[src/rtl/g711_pkg.sv]
package g711_pkg;
  localparam int LIN_W  = 14;  // encoder input width (mu-law scale)
  localparam int CODE_W = 8;   // sign + chord + step
  localparam int OUT_W  = 16;  // decoder output width
  localparam int MAG_W  = LIN_W - 1;
  localparam int AMAG_W = LIN_W - 2;
  localparam logic [CODE_W-1:0] A_MASK = 8'h55;
  localparam int MU_BIAS = 33;

  typedef enum logic {LAW_MU = 1'b0, LAW_A = 1'b1} law_e;

  typedef struct packed {
    logic       sign;
    logic [2:0] chord;
    logic [3:0] step;
  } code_t;
endpackage

[src/rtl/g711_encoder.sv]
module g711_encoder
  import g711_pkg::*;
(
  input  logic [LIN_W-1:0]  lin,
  input  law_e              law,
  output logic [CODE_W-1:0] code
);
  logic [MAG_W-1:0]  mu_mag;
  logic [MAG_W:0]    mu_sum;
  logic [MAG_W-1:0]  mu_b;
  logic [2:0]        mu_seg;
  logic [MAG_W-1:0]  mu_sh;
  code_t             mu_raw;
  logic [AMAG_W-1:0] a_mag;
  logic [2:0]        a_seg;
  logic [AMAG_W-1:0] a_sh;
  code_t             a_raw;

  always_comb begin
    // mu-law: biased magnitude, leading-one chord, inverted result
    mu_mag = lin[LIN_W-1] ? ~lin[MAG_W-1:0] : lin[MAG_W-1:0];
    mu_sum = {1'b0, mu_mag} + (MAG_W+1)'(MU_BIAS);
    mu_b   = mu_sum[MAG_W] ? '1 : mu_sum[MAG_W-1:0];
    mu_seg = '0;
    for (int i = 6; i < MAG_W; i++) begin
      if (mu_b[i]) mu_seg = 3'(i - 5);
    end
    mu_sh        = mu_b >> ({1'b0, mu_seg} + 4'd1);
    mu_raw.sign  = lin[LIN_W-1];
    mu_raw.chord = mu_seg;
    mu_raw.step  = mu_sh[3:0];

    // A-law: 13-bit sample, chord 0 is linear, even-bit mask
    a_mag = lin[LIN_W-1] ? ~lin[MAG_W-1:1] : lin[MAG_W-1:1];
    a_seg = '0;
    for (int i = 5; i < AMAG_W; i++) begin
      if (a_mag[i]) a_seg = 3'(i - 4);
    end
    a_sh        = a_mag >> ((a_seg == 3'd0) ? 3'd1 : a_seg);
    a_raw.sign  = ~lin[LIN_W-1];
    a_raw.chord = a_seg;
    a_raw.step  = a_sh[3:0];

    code = (law == LAW_A) ? (a_raw ^ A_MASK) : ~mu_raw;
  end
endmodule

[src/rtl/g711_decoder.sv]
module g711_decoder
  import g711_pkg::*;
(
  input  logic [CODE_W-1:0] code,
  input  law_e              law,
  output logic [OUT_W-1:0]  lin
);
  code_t             mu_u;
  code_t             a_u;
  logic [MAG_W-1:0]  mu_base;
  logic [MAG_W-1:0]  mu_mag;
  logic [LIN_W-1:0]  a_base;
  logic [LIN_W-1:0]  a_mag;
  logic [OUT_W-1:0]  mu_val;
  logic [OUT_W-1:0]  a_val;

  always_comb begin
    // mu-law: midpoint of the biased interval, bias removed
    mu_u    = ~code;
    mu_base = {{(MAG_W-6){1'b0}}, 1'b1, mu_u.step, 1'b1};
    mu_mag  = (mu_base << mu_u.chord) - MAG_W'(MU_BIAS);
    mu_val  = {{(OUT_W-MAG_W){1'b0}}, mu_mag};
    if (mu_u.sign) mu_val = OUT_W'(0) - mu_val;

    // A-law: midpoint in 13-bit units, returned doubled (14-bit scale)
    a_u    = code ^ A_MASK;
    a_base = {{(LIN_W-6){1'b0}}, 1'b1, a_u.step, 1'b1};
    if (a_u.chord == 3'd0)
      a_mag = {{(LIN_W-6){1'b0}}, a_u.step, 1'b1, 1'b0};
    else
      a_mag = a_base << a_u.chord;
    a_val = {{(OUT_W-LIN_W){1'b0}}, a_mag};
    if (!a_u.sign) a_val = OUT_W'(0) - a_val;

    lin = (law == LAW_A) ? a_val : mu_val;
  end
endmodule

[src/rtl/g711_pipe_reg.sv]
module g711_pipe_reg #(
  parameter int W = 8
) (
  input  logic         clk,
  input  logic         rst_n,
  input  logic         in_valid,
  output logic         in_ready,
  input  logic [W-1:0] in_data,
  output logic         out_valid,
  input  logic         out_ready,
  output logic [W-1:0] out_data
);
  logic         vld_q;
  logic [W-1:0] dat_q;

  assign in_ready  = !vld_q || out_ready;
  assign out_valid = vld_q;
  assign out_data  = dat_q;

  always_ff @(posedge clk) begin
    if (!rst_n) begin
      vld_q <= 1'b0;
      dat_q <= '0;
    end else if (in_ready) begin
      vld_q <= in_valid;
      if (in_valid) dat_q <= in_data;
    end
  end

  AST_ACCEPT_NEXT: assert property (@(posedge clk) disable iff (!rst_n)
    in_valid && in_ready |=> out_valid && out_data == $past(in_data));

  AST_STALL_HOLD: assert property (@(posedge clk) disable iff (!rst_n)
    out_valid && !out_ready |=> out_valid && $stable(out_data));

  AST_STALL_BLOCK: assert property (@(posedge clk) disable iff (!rst_n)
    out_valid && !out_ready |-> !in_ready);
endmodule

[src/rtl/g711_compander.sv]
module g711_compander
  import g711_pkg::*;
#(
  parameter int CHAN_W = 1
) (
  input  logic              clk,
  input  logic              rst_n,
  input  logic              law_sel,
  input  logic              enc_in_valid,
  output logic              enc_in_ready,
  input  logic [LIN_W-1:0]  enc_in_data,
  input  logic [CHAN_W-1:0] enc_in_chan,
  output logic              enc_out_valid,
  input  logic              enc_out_ready,
  output logic [CODE_W-1:0] enc_out_code,
  output logic [CHAN_W-1:0] enc_out_chan,
  input  logic              dec_in_valid,
  output logic              dec_in_ready,
  input  logic [CODE_W-1:0] dec_in_code,
  input  logic [CHAN_W-1:0] dec_in_chan,
  output logic              dec_out_valid,
  input  logic              dec_out_ready,
  output logic [OUT_W-1:0]  dec_out_data,
  output logic [CHAN_W-1:0] dec_out_chan
);
  localparam int ENC_W = CODE_W + CHAN_W;
  localparam int DEC_W = OUT_W + CHAN_W;

  law_e             law;
  logic [CODE_W-1:0] enc_code;
  logic [OUT_W-1:0]  dec_lin;

  assign law = law_e'(law_sel);

  g711_encoder u_enc (.lin(enc_in_data), .law(law), .code(enc_code));
  g711_decoder u_dec (.code(dec_in_code), .law(law), .lin(dec_lin));

  g711_pipe_reg #(.W(ENC_W)) u_enc_reg (
    .clk(clk), .rst_n(rst_n),
    .in_valid(enc_in_valid), .in_ready(enc_in_ready),
    .in_data({enc_code, enc_in_chan}),
    .out_valid(enc_out_valid), .out_ready(enc_out_ready),
    .out_data({enc_out_code, enc_out_chan})
  );

  g711_pipe_reg #(.W(DEC_W)) u_dec_reg (
    .clk(clk), .rst_n(rst_n),
    .in_valid(dec_in_valid), .in_ready(dec_in_ready),
    .in_data({dec_lin, dec_in_chan}),
    .out_valid(dec_out_valid), .out_ready(dec_out_ready),
    .out_data({dec_out_data, dec_out_chan})
  );

  AST_MU_POS_ZERO: assert property (@(posedge clk) disable iff (!rst_n)
    enc_in_valid && enc_in_ready && !law_sel && enc_in_data == '0
    |=> enc_out_code == 8'hFF);

  AST_A_POS_ZERO: assert property (@(posedge clk) disable iff (!rst_n)
    enc_in_valid && enc_in_ready && law_sel && enc_in_data == '0
    |=> enc_out_code == 8'hD5);

  AST_MU_DEC_SIGN: assert property (@(posedge clk) disable iff (!rst_n)
    dec_in_valid && dec_in_ready && !law_sel && dec_in_code[7]
    |=> !dec_out_data[OUT_W-1]);

  AST_TAG_CARRY: assert property (@(posedge clk) disable iff (!rst_n)
    enc_in_valid && enc_in_ready |=> enc_out_chan == $past(enc_in_chan));

  AST_RESET_IDLE: assert property (@(posedge clk)
    !rst_n |=> !enc_out_valid && !dec_out_valid);
endmodule

[config.mk]
export PLATFORM = sky130hd
export DESIGN_NAME = g711_compander
export DESIGN_NICKNAME = d
export VERILOG_FILES = /design/src/rtl/g711_pkg.sv /design/src/rtl/g711_encoder.sv /design/src/rtl/g711_decoder.sv /design/src/rtl/g711_pipe_reg.sv /design/src/rtl/g711_compander.sv
export SDC_FILE = /design/constraint.sdc
export NUM_CORES = 1
export LEC_CHECK = 0
export CORE_MARGIN = 4
export CORE_UTILIZATION = 51
export CTS_CLUSTER_DIAMETER = 120
export DETAILED_ROUTE_END_ITERATION = 8
export MAX_ROUTING_LAYER = met4
export PLACE_DENSITY = 0.79
export SYNTH_ARGS = -nofsm -noshare
export SYNTH_HDL_FRONTEND = slang
export SYNTH_SLANG_ARGS = --single-unit
export TNS_END_PERCENT = 10
[constraint.sdc]
create_clock -name clk -period 3.4 [get_ports clk]
set_clock_uncertainty 0.2 [all_clocks]
set_input_delay 0.34 -clock clk [delete_from_list [all_inputs] [get_ports clk]]
set_output_delay 0.34 -clock clk [all_outputs]
set_load 0.02 [all_outputs]
=== After elaboration in Yosys (flattened, before gate mapping) ===
Index checks and enable logic that the tools add are counted.

* Add/sub/neg operators: 5
* Shifts and indexed selects: 4
* Muxes and demuxes: 23
* Bitwise operators: 7
* Reductions and logical operators: 8

{| class="wikitable"
|+ Operator list
! operator !! count
|-
| $mux 16 || 3
|-
| $mux 3 || 11
|-
| $mux 13 || 2
|-
| $not 8->8 || 2
|-
| $sub 1x14->15 const A || 1
|-
| $add 13x6->14 const B || 1
|-
| $mux 14 || 1
|-
| $shl 6x3->14 || 1
|-
| $sub 1x13->14 const A || 1
|-
| $not 13->13 || 1
|-
| $shl 6x3->13 || 1
|-
| $shr 13x4->4 || 1
|-
| $sub 13x6->13 const B || 1
|-
| $mux 12 || 1
|-
| $not 12->12 || 1
|-
| $shr 12x3->4 || 1
|-
| $mux 8 || 1
|-
| $not 4->4 || 2
|-
| $logic_not 3->1 || 2
|-
| $add 3x1->4 const B || 1
|-
| $mux 2 || 2
|-
| $reduce_and 2->1 || 2
|-
| $logic_not 1->1 || 2
|-
| $logic_or 1x1->1 || 2
|-
| 2 further kinds || 3
|}

* Register bits after elaboration: 28
* Input bits: 31
* Output and inout bits: 30
* Logic and storage cells: 51

=== Logic depth before layout (Yosys ltp) ===
* Depth after elaboration: 15
* Mapped depth: 14

=== Hierarchy ===
Synthesis repeated with hierarchy kept, for this count alone.

* Cell total of the unflattened synthesis: 630
* Area total of the unflattened synthesis: 4568.1 sq um

{| class="wikitable"
|+ Modules (own cells, without submodules)
! module !! times used !! cells an instance !! area each (sq um) !! seq. area each (sq um)
|-
| g711_encoder || 1 || 274 || 1746.7 || 0.0
|-
| g711_decoder || 1 || 233 || 1665.3 || 0.0
|-
| g711_pipe_reg (u_dec_reg) || 1 || 79 || 740.7 || 360.3
|-
| g711_pipe_reg (u_enc_reg) || 1 || 44 || 415.4 || 200.2
|}

=== Worst setup path after synthesis ===
OpenSTA, ideal clock, no wires.

* Path type: input port to flip-flop
* Start: in dec_in_code[5]
* End: reg u_dec_reg.dat_q[11] (netlist: u_dec_reg.out_data[11])
* Setup time: 92 ps
* Arrival time: 3262 ps
* Data required time: 3108 ps
* Path slack: -154 ps
* Stages: 14
* Buffers on the path: 2
* Cells stage by stage: clkbuf_1 > clkbuf_1 > a21boi_1 > nand2_1 > ha_1 > nor2b_1 > o21ai_0 > nand4bb_1 > a31oi_1 > xnor2_1 > nor3_1 > a31oi_1 > xnor2_1 > o32ai_1

* Word-level cells in the longest chain between the ends: 6

{| class="wikitable"
|+ RTL lines
! what !! RTL line !! text
|-
| from (decl) || g711_compander.sv:19 || <nowiki>input logic [CODE_W-1:0] dec_in_code,</nowiki>
|-
| $not 8->8 || g711_decoder.sv:19 || <nowiki>mu_u = ~code;</nowiki>
|-
| $shl 6x3->13 || g711_decoder.sv:21 || <nowiki>mu_mag = (mu_base << mu_u.chord) - MAG_W'(MU_BIAS);</nowiki>
|-
| $sub 13x6->13 || g711_decoder.sv:21 ||
|-
| $sub 1x13->14 || g711_decoder.sv:23 || <nowiki>if (mu_u.sign) mu_val = OUT_W'(0) - mu_val;</nowiki>
|-
| $mux 16 || g711_decoder.sv:23 ||
|-
| $mux 16 * || g711_decoder.sv:35 || <nowiki>lin = (law == LAW_A) ? a_val : mu_val;</nowiki>
|-
| to (signal assigned) || g711_pipe_reg.sv:26 || <nowiki>if (in_valid) dat_q <= in_data;</nowiki>
|-
| to (decl) || g711_pipe_reg.sv:14 || <nowiki>logic [W-1:0] dat_q;</nowiki>
|}

Mark *: on every way between the ends. The rest lies on a longest branch, timed or not.
A chain may end at the register's enable or synchronous reset.

=== Final worst setup path ===
* Start: in enc_in_data[1]
* End: reg u_enc_reg.dat_q[3] (netlist: u_enc_reg.out_data[3])

* Word-level cells in the longest chain between the ends: 15

{| class="wikitable"
|+ RTL lines
! what !! RTL line !! text
|-
| from (decl) || g711_compander.sv:11 || <nowiki>input logic [LIN_W-1:0] enc_in_data,</nowiki>
|-
| $not 13->13 || g711_encoder.sv:21 || <nowiki>mu_mag = lin[LIN_W-1] ? ~lin[MAG_W-1:0] : lin[MAG_W-1:0];</nowiki>
|-
| $mux 13 || g711_encoder.sv:21 ||
|-
| $add 13x6->14 || g711_encoder.sv:22 || <nowiki>mu_sum = {1'b0, mu_mag} + (MAG_W+1)'(MU_BIAS);</nowiki>
|-
| $mux 13 || g711_encoder.sv:23 || <nowiki>mu_b = mu_sum[MAG_W] ? '1 : mu_sum[MAG_W-1:0];</nowiki>
|-
| $mux 1 || g711_encoder.sv:26 || <nowiki>if (mu_b[i]) mu_seg = 3'(i - 5);</nowiki>
|-
| $mux 3 (6 in a row) || g711_encoder.sv:26 ||
|-
| $add 3x1->4 || g711_encoder.sv:28 || <nowiki>mu_sh = mu_b >> ({1'b0, mu_seg} + 4'd1);</nowiki>
|-
| $shr 13x4->4 || g711_encoder.sv:28 ||
|-
| $not 8->8 || g711_encoder.sv:44 || <nowiki>code = (law == LAW_A) ? (a_raw ^ A_MASK) : ~mu_raw;</nowiki>
|-
| $mux 8 * || g711_encoder.sv:44 ||
|-
| to (signal assigned) || g711_pipe_reg.sv:26 ||
|-
| to (decl) || g711_pipe_reg.sv:14 ||
|}

Marked as above.

==> impl_metrics.json <==
{
  "max_freq_ghz": 0.311,
  "clock-root-buffer": "clkbuf_8",
  "h-tree-depth": 1,
  "crit_type": "in2reg",
  "cts.path.max_buffers": 2,
  "hold_path_depth": 2,
  "nFillCells": 621,
  "dieArea_um2": 9270,
  "status": "complete, no violations",
  "antennaDiodeCount": 0,
  "end_kind": "register",
  "hpwl_um": 10600,
  "layout_commonest_cell": "buf_4",
  "seq_area_frac_synth_pct": 13.6,
  "drt-initial-drc-count": 432,
  "final_cell_mix": "buf_4 (99), nand2_1 (63), clkdlybuf4s50_1 (56)",
  "insertion_delay_ns": 0.27,
  "syn_inst": 581,
  "antenna_found_initial": 0,
  "cts_tree": "yes",
  "vdd_drop_max_v": 0.000158,
  "max_stage_delay_ns": 0.45,
  "powerDensity_nw_per_um2": 255,
  "ff_latch_area_um2": 541,
  "ctsHoldBuffers": 0,
  "grt_max_degree": 26,
  "crit_required_ns": 3.37,
  "ys_ff_latch": 27,
  "grt_pass1_vias": 4448,
  "final_net_count": 735,
  "synthArstFlopShare_pct": 0,
  "finalCriticalPeriod_ns": 3.22,
  "cp_slowest_cell": "clkdlybuf4s50_1",
  "min_path_type": "reg2reg",
  "syn_nets": 617,
  "setup_ws_ns": 0.181,
  "slew_viol_final": 0,
  "rsz0062_at_grt": "yes",
  "maxCapViolCount": 0,
  "fp.coreArea_um2": 7410,
  "die_h_um": 96.3,
  "finalWirelength_um": 13400,
  "crit_chain": "clkdlybuf4s50_1 > or2_2 > o221a_4 > o311a_1 > or3_4 > buf_6 > a31oi_4 > nand2_2 > o31ai_1 > a311oi_1 > a2111oi_2",
  "post-route-drc-count": 0,
  "firstDrtPassIters": 5,
  "avgSynthCellArea_um2": 6.84,
  "hold_viol_final": 0,
  "num_rows": 31,
  "wl_per_cell_um": 16.8,
  "tns_ns": 0,
  "multiInputGateArea_um2": 3260,
  "yosysWarnings": 0,
  "leakage_nw": 2.20,
  "syn_area_um2": 3980,
  "pin_count": 61,
  "grt_overflow": 0,
  "cp.arrival_ns": 3.19,
  "start_util_pct": 53.7,
  "drive_above_1_share_pct": 21.8,
  "synth-edff-count": 0,
  "finalSetupViolations": 0,
  "place_area_um2": 5250,
  "die_w_um": 96.3,
  "cts_buffers": 3,
  "r2r_cells": 7,
  "grt_pass1_wl_um": 21600,
  "critPathMaxFanout": 6,
  "port_buffers": 60,
  "avgViaCountPerCell": 6.17,
  "synth_top_flop_cell": "dfxtp_1",
  "detail-route-antenna-nets": 0,
  "relSlewSlack_pct": 51.8,
  "worst_pin_slew_ns": 0.721,
  "design_area_um2": 5440,
  "setup.worst_path.start_class": "input port",
  "finalCritPeriodShare_pct": 94.7,
  "vias": 4919,
  "area_growth_pct": 36.7,
  "synth_cell_types": 74,
  "gp_congestion": 0.975,
  "cts_sinks": 27,
  "grt_usage_pct": 29.8,
  "path_clk_slew_ns": 0.09,
  "place_ws_ns": -0.371
}
## metrics by stage
step	hold WS (ns)	util, %	total power, mW	cells
detailed placement	0.249	70.8	1.17	791
finish	0.258	73.4	1.39	797
floorplan	0.269	-	0.855	581
CTS	0.260	71.7	1.36	796
global route	0.276	73.4	1.47	797
global placement	0.239	70.8	1.15	791
## power by group
group          internal, mW  total [mW]  switching (mW)
logic                 0.394       0.851           0.457
clock network        0.0831       0.182          0.0990
registers             0.342       0.355          0.0130
total                 0.819        1.39           0.569
## worst max-delay path, delay by kind of cell
kind / cells / cell delay (ns)
AO/OA/AOI/OAI: 6 / 1.44
buffers and inverters: 2 / 0.60
AND/OR/NAND/NOR: 3 / 0.82
## area by class of cell
| type | instances | area share, % |
|---|---|---|
| Clock buffer | 3 | 0.760 |
| Multi-Input combinational cell | 484 | 60.0 |
| Clock inverter | 1 | 0.138 |
| Inverter | 22 | 1.52 |
| Tap cell | 99 | 2.28 |
| Sequential cell | 27 | 9.94 |
| Timing Repair Buffer | 161 | 25.3 |
## timing repair
| action | CTS | global route |
|---|---|---|
| buffers inserted | 1 | 1 |
| endpoints found under the hold margin | 0 | 0 |
| pin swaps | 3 | 13 |
| endpoints found under the setup margin | 4 | 6 |
| resized for setup | 2 | 25 |
## cells in the mapped netlist (11+ instances only)
cell type,count,area [um2]
nand2_1,64,240
xor2_1,11,96.3
clkbuf_1,38,143
and2_1,11,68.8
dfxtp_1,27,541
o21ai_0,38,190
mux2i_1,14,140
xnor2_1,29,254
inv_1,20,75.1
o211ai_1,20,150
nor3_1,17,85.1
nand2b_1,15,93.8
nor2_1,42,158
nand3_1,25,125
a31oi_1,18,113
a21oi_1,40,200
## routing by layer
metal	GRT usage [%]	share of wire [%]	vias to the layer above
met3	3.05	9.5	15
met1	42.5	44	2294
met5	-	0	-
met4	4.79	0.83	0
met2	46.3	45	230
li1	-	-	2380
## final timing paths
check | to | slack, ns | start
worst max-delay path | u_enc_reg.out_data[3] | 0.18 | enc_in_data[1]
worst min-delay path | u_enc_reg.out_data[5] | 0.26 | u_enc_reg.out_data[5]
worst max register to register | u_enc_reg.out_data[3] | 1.52 | u_enc_reg.out_valid
worst min register to register | u_enc_reg.out_data[5] | 0.26 | u_enc_reg.out_data[5]
## state kept, by name, indices dropped and copies added, names as in the netlist
signal               cells
u_dec_reg.out_valid      1
u_dec_reg.out_data      16
u_enc_reg.out_valid      1
u_enc_reg.out_data       9
## cell families after synthesis
group | after synthesis | share of synthesized area, %
flops | 27 | 13.6
fa+ha+maj | 5 | 1.57
buf+inv | 70 | 7.14
mux | 23 | 7.21
xor+xnor | 40 | 8.81
simple gates | 223 | 28.0
compound gates | 193 | 33.7
Power figures use the tool's default switching activity.
